<file path="src/rtl/door_pkg.sv">
package door_pkg;

    localparam int NUM_EV   = 3;
    localparam int EV_PRES  = 0;
    localparam int EV_OPEN  = 1;
    localparam int EV_CLOSE = 2;

    typedef enum logic [2:0] {
        ST_IDLE,
        ST_OPENING,
        ST_DWELL,
        ST_PRECLOSE,
        ST_CLOSING,
        ST_PARK
    } door_state_t;

endpackage

</file>
<file path="src/rtl/door_event_latch.sv">
module door_event_latch #(
    parameter int SYNC_STAGES = 2
) (
    input  logic clk,
    input  logic rst,
    input  logic raw_i,
    input  logic clr_i,
    output logic full_o
);

    logic [SYNC_STAGES-1:0] sync_q;
    logic                   prev_q;
    logic                   rise;

    always_ff @(posedge clk) begin
        if (rst) begin
            sync_q <= '0;
            prev_q <= 1'b0;
        end else begin
            sync_q <= {sync_q[SYNC_STAGES-2:0], raw_i};
            prev_q <= sync_q[SYNC_STAGES-1];
        end
    end

    assign rise = sync_q[SYNC_STAGES-1] & ~prev_q;

    // A fresh edge wins over a clear in the same cycle, so no event is lost.
    always_ff @(posedge clk) begin
        if (rst)        full_o <= 1'b0;
        else if (rise)  full_o <= 1'b1;
        else if (clr_i) full_o <= 1'b0;
    end

    // an unconsumed event stays latched
    p_latch_hold_r8: assert property (@(posedge clk) disable iff (rst)
        (full_o && !clr_i) |=> full_o);

    // a clear with no new edge empties the latch
    p_clear_consumes_r3: assert property (@(posedge clk) disable iff (rst)
        (clr_i && !rise) |=> !full_o);

endmodule

</file>
<file path="src/rtl/door_dwell_timer.sv">
module door_dwell_timer #(
    parameter int unsigned CLK_HZ  = 125_000_000,
    parameter int unsigned DWELL_S = 5
) (
    input  logic clk,
    input  logic rst,
    input  logic run_i,
    output logic done_o
);

    localparam longint unsigned DWELL_CYC = longint'(CLK_HZ) * longint'(DWELL_S);
    localparam int              CW        = $clog2(DWELL_CYC + 1);
    localparam logic [CW-1:0]   LAST      = CW'(DWELL_CYC - 1);

    logic [CW-1:0] cnt_q;

    // Counter restarts from zero whenever the dwell state is not active.
    always_ff @(posedge clk) begin
        if (rst || !run_i) cnt_q <= '0;
        else if (!done_o)  cnt_q <= cnt_q + 1'b1;
    end

    assign done_o = run_i && (cnt_q == LAST);

    // the count starts from zero on entry to the dwell
    p_dwell_fresh_r5: assert property (@(posedge clk) disable iff (rst)
        $rose(run_i) |-> (cnt_q == '0));

endmodule

</file>
<file path="src/rtl/door_fsm.sv">
module door_fsm
    import door_pkg::*;
(
    input  logic              clk,
    input  logic              rst,
    input  logic [NUM_EV-1:0] ev_full_i,
    input  logic              dwell_done_i,
    output logic              motor_en_o,
    output logic              motor_dir_o,
    output logic [NUM_EV-1:0] ev_clr_o,
    output logic              dwell_run_o
);

    door_state_t state_q, state_d;

    always_ff @(posedge clk) begin
        if (rst) state_q <= ST_IDLE;
        else     state_q <= state_d;
    end

    always_comb begin
        state_d = state_q;
        unique case (state_q)
            ST_IDLE:     if (ev_full_i[EV_PRES])  state_d = ST_OPENING;
            ST_OPENING:  if (ev_full_i[EV_OPEN])  state_d = ST_DWELL;
            ST_DWELL:    if (dwell_done_i)        state_d = ST_PRECLOSE;
            ST_PRECLOSE:                          state_d = ST_CLOSING;
            ST_CLOSING:  if (ev_full_i[EV_CLOSE]) state_d = ST_PARK;
            ST_PARK:                              state_d = ST_IDLE;
            default:                              state_d = ST_IDLE;
        endcase
    end

    always_comb begin
        motor_en_o  = 1'b0;
        motor_dir_o = 1'b0;
        ev_clr_o    = '0;
        dwell_run_o = 1'b0;
        unique case (state_q)
            ST_IDLE:     ev_clr_o[EV_PRES] = ev_full_i[EV_PRES];
            ST_OPENING: begin
                motor_en_o         = 1'b1;
                ev_clr_o[EV_OPEN]  = ev_full_i[EV_OPEN];
            end
            ST_DWELL:    dwell_run_o = 1'b1;
            ST_PRECLOSE: motor_dir_o = 1'b1;
            ST_CLOSING: begin
                motor_en_o         = 1'b1;
                motor_dir_o        = 1'b1;
                ev_clr_o[EV_CLOSE] = ev_full_i[EV_CLOSE];
            end
            ST_PARK:     motor_dir_o = 1'b1;
            default: ;
        endcase
    end

    // direction moves only with the motor stopped for two cycles
    p_dir_quiet_r7: assert property (@(posedge clk) disable iff (rst)
        !$stable(motor_dir_o) |-> (!motor_en_o && !$past(motor_en_o)));

    // never more than one clear pulse at a time
    p_clr_onehot_r11: assert property (@(posedge clk) disable iff (rst)
        $onehot0(ev_clr_o));

    // a latched presence in idle starts the motor forward next cycle
    p_start_open_r2: assert property (@(posedge clk) disable iff (rst)
        (state_q == ST_IDLE && ev_full_i[EV_PRES]) |=> (motor_en_o && !motor_dir_o));

    // open-limit event while opening stops the motor next cycle
    p_stop_open_r4: assert property (@(posedge clk) disable iff (rst)
        (state_q == ST_OPENING && ev_full_i[EV_OPEN]) |=> !motor_en_o);

    // end of dwell leads to the reverse-set idle cycle
    p_dwell_exit_r5: assert property (@(posedge clk) disable iff (rst)
        (state_q == ST_DWELL && dwell_done_i) |=> (!motor_en_o && motor_dir_o));

    // closed-limit event while closing stops the motor next cycle
    p_stop_close_r6: assert property (@(posedge clk) disable iff (rst)
        (state_q == ST_CLOSING && ev_full_i[EV_CLOSE]) |=> !motor_en_o);

    // the cycle after reset is idle with everything off
    p_reset_idle_r1: assert property (@(posedge clk)
        $past(rst) |-> (!motor_en_o && !motor_dir_o && ev_clr_o == '0));

endmodule

</file>
<file path="src/rtl/door_ctrl.sv">
module door_ctrl
    import door_pkg::*;
#(
    parameter int unsigned CLK_HZ      = 125_000_000,
    parameter int unsigned DWELL_S     = 5,
    parameter int          SYNC_STAGES = 2
) (
    input  logic              clk,
    input  logic              rst,
    input  logic              presence_i,
    input  logic              open_lim_i,
    input  logic              close_lim_i,
    output logic              motor_en_o,
    output logic              motor_dir_o,
    output logic [NUM_EV-1:0] ev_clr_o
);

    logic [NUM_EV-1:0] raw_vec;
    logic [NUM_EV-1:0] full_vec;
    logic              dwell_run;
    logic              dwell_done;

    always_comb begin
        raw_vec           = '0;
        raw_vec[EV_PRES]  = presence_i;
        raw_vec[EV_OPEN]  = open_lim_i;
        raw_vec[EV_CLOSE] = close_lim_i;
    end

    for (genvar g = 0; g < NUM_EV; g++) begin : g_ev
        door_event_latch #(
            .SYNC_STAGES(SYNC_STAGES)
        ) latch_i (
            .clk    (clk),
            .rst    (rst),
            .raw_i  (raw_vec[g]),
            .clr_i  (ev_clr_o[g]),
            .full_o (full_vec[g])
        );
    end

    door_dwell_timer #(
        .CLK_HZ  (CLK_HZ),
        .DWELL_S (DWELL_S)
    ) timer_i (
        .clk    (clk),
        .rst    (rst),
        .run_i  (dwell_run),
        .done_o (dwell_done)
    );

    door_fsm fsm_i (
        .clk          (clk),
        .rst          (rst),
        .ev_full_i    (full_vec),
        .dwell_done_i (dwell_done),
        .motor_en_o   (motor_en_o),
        .motor_dir_o  (motor_dir_o),
        .ev_clr_o     (ev_clr_o),
        .dwell_run_o  (dwell_run)
    );

endmodule

</file>
<file path="config.mk">
export PLATFORM = sky130hd
export DESIGN_NAME = door_ctrl
export DESIGN_NICKNAME = d
export VERILOG_FILES = /design/src/rtl/door_pkg.sv /design/src/rtl/door_event_latch.sv /design/src/rtl/door_dwell_timer.sv /design/src/rtl/door_fsm.sv /design/src/rtl/door_ctrl.sv
export SDC_FILE = /design/constraint.sdc
export NUM_CORES = 1
export LEC_CHECK = 0
export BUFFER_PORTS_ARGS = -buffer_cell sky130_fd_sc_hd__buf_2
export CORE_UTILIZATION = 60
export DETAILED_ROUTE_END_ITERATION = 12
export GPL_TIMING_DRIVEN = 0
export PLACE_DENSITY = 0.78
export SETUP_SLACK_MARGIN = 0.05
export SLEW_MARGIN = 20
export SYNTH_ARGS = -nofsm -noshare
export SYNTH_HDL_FRONTEND = slang
export SYNTH_SLANG_ARGS = --single-unit
</file>
<file path="constraint.sdc">
create_clock -name clk -period 2.9 [get_ports clk]
set_input_delay 0.29 -clock clk [delete_from_list [all_inputs] [get_ports clk]]
set_output_delay 0.29 -clock clk [all_outputs]
set_load 0.01 [all_outputs]
</file>
==> out/summary.json <==
{
  "final_layout": {
    "multi_input_comb_area_um2": 1030,
    "fin_nets": 252,
    "final_layout_size_suffix_gt1_share_pct": 13.8,
    "area_growth_pct": 7.75,
    "fin_util_pct": 69.5,
    "area.sequential_um2": 901,
    "fillCellCount": 256,
    "n_antenna_cell": 0
  },
  "detailed_routing": {
    "total_number_of_vias": 1634,
    "firstDrtPassIters": 4,
    "finalWirelength_um": 3630,
    "via_per_inst": 5.62,
    "drt_drc_violations_left": 0,
    "initial_detailed_routing_violation_count": 167,
    "ant_nets": 0,
    "routedWlPerCell_um": 12.5
  },
  "logic_synthesis": {
    "synth_enable_flop_cells": 0,
    "synth-warning-count": 0,
    "netlist_area_pre_place_um2": 2020,
    "synth.lib_cells_used.distinct": 42,
    "synthesis.area_per_instance_um2": 8.77,
    "synthXorXnorAreaFrac_pct": 9.55,
    "dominant_combinational_cell_family_by_area_after_synthesis": "simple AND/OR/NAND/NOR gates",
    "synth-simple-area-share_pct": 34.1,
    "synth.ff_latch_count": 45,
    "synth-adder-area-share_pct": 0.620,
    "synth.yosys.seq_area_share_pct": 44.6,
    "synth.mux.area_fraction_pct": 1.05,
    "asr_flop_ratio_synth_pct": 0,
    "synth-compound-area-share_pct": 5.89,
    "syn_nets": 236,
    "number_of_instances_in_the_synthesized_netlist": 230,
    "postSynth.topFlopCell": "sky130_fd_sc_hd__dfxtp_1"
  },
  "die": {
    "core_area_um2": 3130,
    "die-area_um2": 3600,
    "fp-row-count": 20,
    "i_o_pin_count": 10,
    "die_w_um": 60.0,
    "floorplan.die.height_um": 60.0,
    "start_util_pct": 64.5
  },
  "clock_network": {
    "clock-sinks": 45,
    "cts_buffers": 5,
    "cts_setup_buffers": 0,
    "clock_path_buffers": 2,
    "insertion_delay_ps": 370,
    "cts_tree": "done",
    "cts_root_buffer": "sky130_fd_sc_hd__clkbuf_4",
    "ctsResizeCount": 0,
    "cts.hold.buffers_added": 0,
    "clk_transition_reported_paths_ps": 130,
    "cts-htree-levels": 2
  },
  "setup_path": {
    "setup.reg_to_reg.worst_slack_ps": 820,
    "worst-endpoint-arrival_ps": 2390,
    "crit_chain": "ha_1, nand4_1, nor3_1, and3_1, buf_2, and4b_1, nor3_1",
    "critical_path.max_stage_delay_ps": 410,
    "worst_ep_required_ps": 3210,
    "critical_path.slowest_cell": "sky130_fd_sc_hd__dfxtp_1",
    "critical_path.endpoint_type": "flip-flop",
    "critPathMostFrequentCell": "sky130_fd_sc_hd__nor3_1",
    "start_kind": "flip-flop",
    "critPathLaunch": "timer_i.cnt_q[0]",
    "worst_r2r_startpoint": "timer_i.cnt_q[0]",
    "criticalPathCategory": "flip-flop to flip-flop",
    "worst-path-max-fanout": 10
  },
  "timing": {
    "report.final.hold_viol_count": 0,
    "unrepaired_setup_endpoints_after_global_routing": "false",
    "skew_ps": 11.5,
    "fin_hold_ws_ps": 118,
    "report.final.setup_viol": 0,
    "relSlewSlack_pct": 47.7,
    "timing.fmax_mhz": 481,
    "layout_min_cycle_time_ps": 2080,
    "worst_pin_slew_ps": 778,
    "final_critical_path_setup_slack_ps": 821,
    "final_sum_of_negative_setup_slack_ps": 0,
    "layout_worst_path_cycle_share_pct": 71.7,
    "slew_viol_final": 0
  },
  "global_routing": {
    "antenna_found_initial": 0,
    "overflow": 0,
    "grt_first_pass_wirelength_um": 6110,
    "grt_max_degree": 15,
    "first_global_vias": 1424,
    "grt_use_total_pct": 23.2
  },
  "placed_design": {
    "dp_hpwl_um": 2550,
    "post-place-ws_ps": 822,
    "buffer_ports.inserted": 9,
    "finalWeightedCongestion": 0.855
  },
  "pwr": {
    "max-vdd-ir-drop_uv": 348,
    "power.density_nw_per_um2": 436,
    "total_leakage_power_nw": 0.748
  },
  "hold_path": {
    "startpoint_of_the_most_critical_hold_path": "presence_i",
    "timing.hold.worst.class": "input port to flip-flop"
  },
  "flow_run": {
    "drv_cap": 0
  },
  "outcome": {
    "run_status": "finished clean"
  }
}
[routing by layer]
metal | wire length (um) | share of wire, % | track usage [%]
met3 | 192 | 5.3 | 9.09
met5 | 0 | 0 | 0
met1 | 1800 | 50 | 30.2
met2 | 1600 | 44 | 34.6
met4 | 39 | 1.1 | 8.64
[synthesized netlist by cell type, types with 4 or more instances]
cell type                 count  area [um^2]
sky130_fd_sc_hd__a21oi_1     10         50.1
sky130_fd_sc_hd__xnor2_1      8         70.1
sky130_fd_sc_hd__xor2_1      14          123
sky130_fd_sc_hd__dfxtp_1     45          901
sky130_fd_sc_hd__nand4_1     11         68.8
sky130_fd_sc_hd__nor2b_1     11         68.8
sky130_fd_sc_hd__nand3_1     12         60.1
sky130_fd_sc_hd__nor2_1      31          116
sky130_fd_sc_hd__nor4_1       4         25.0
sky130_fd_sc_hd__o21ai_0      6         30.0
sky130_fd_sc_hd__and3_1       8         50.1
sky130_fd_sc_hd__inv_1        6         22.5
sky130_fd_sc_hd__nor3_1       8         40.0
sky130_fd_sc_hd__nand2_1     16         60.1
[final timing paths]
kind / endpoint / depth (start not counted)
setup / recovery: timer_i.cnt_q[11] / 7
hold / removal: g_ev[0].latch_i.sync_q[0] / 2
hold reg to reg: g_ev[2].latch_i.sync_q[1] / 1
setup reg to reg: timer_i.cnt_q[11] / 7
[kinds of logic after synthesis]
family	Yosys count
AO/OA/AOI/OAI	21
XOR/XNOR	22
adder cells (fa/ha/maj)	1
buffers and inverters	15
flip-flops	45
multiplexers	2
AND/OR/NAND/NOR	124
[report_power, final]
part | switching (mW) | internal (mW) | total [mW]
Combinational | 0.0113 | 0.0103 | 0.0216
Clock | 0.203 | 0.0948 | 0.298
Sequential | 0.00298 | 0.626 | 0.629
Total | 0.217 | 0.731 | 0.948
[final cells by class]
| type | count | share of cell area, % |
|---|---|---|
| multi-input cells | 170 | 47.5 |
| flip-flops and latches | 45 | 41.4 |
| plain buffers | 9 | 2.82 |
| clock inverters | 2 | 0.690 |
| clock buffers | 6 | 1.90 |
| inverters | 6 | 1.04 |
| repair buffers | 9 | 2.07 |
| well taps | 44 | 2.53 |
[sequential cells by signal, indices dropped and copies added, names as in the netlist]
register and cells:
g_ev.latch_i.prev_q 3, g_ev.latch_i.sync_q 6, g_ev.latch_i.full_o 3, fsm_i.state_q 3, timer_i.cnt_q 30
[through the flow]
| step | power (mW) | area [um^2] | std cells |
|---|---|---|---|
| after floorplan | 0.656 | 2020 | 230 |
| after global placement | 0.663 | 2120 | 283 |
| after detailed placement | 0.664 | 2120 | 283 |
| after CTS | 0.958 | 2170 | 291 |
| after global routing | 0.987 | 2170 | 291 |
| final | 0.948 | 2170 | 291 |
[cells in the final DEF, fill, tap and decap left out, types with 5 or more instances in the layout]
cell type / Yosys / final
sky130_fd_sc_hd__a21oi_1: 10 / 10
sky130_fd_sc_hd__and3_1: 8 / 8
sky130_fd_sc_hd__xor2_1: 14 / 14
sky130_fd_sc_hd__o21ai_0: 6 / 6
sky130_fd_sc_hd__dfxtp_1: 45 / 45
sky130_fd_sc_hd__xnor2_1: 8 / 8
sky130_fd_sc_hd__buf_2: 1 / 10
sky130_fd_sc_hd__nand4_1: 11 / 11
sky130_fd_sc_hd__nand3_1: 12 / 12
sky130_fd_sc_hd__nor3_1: 8 / 8
sky130_fd_sc_hd__clkbuf_4: 0 / 5
sky130_fd_sc_hd__inv_1: 6 / 6
sky130_fd_sc_hd__nor2b_1: 11 / 11
sky130_fd_sc_hd__nand2_1: 16 / 16
sky130_fd_sc_hd__nor2_1: 31 / 31
[critical path, delay by kind of cell (launching register included)]
| kind | cells | cell delay, ps |
|---|---|---|
| DFF | 1 | 410 |
| buffers and inverters | 1 | 250 |
| adders and majority gates | 1 | 180 |
| and+or+nand+nor | 5 | 1180 |
Power figures use the tool's default switching activity.
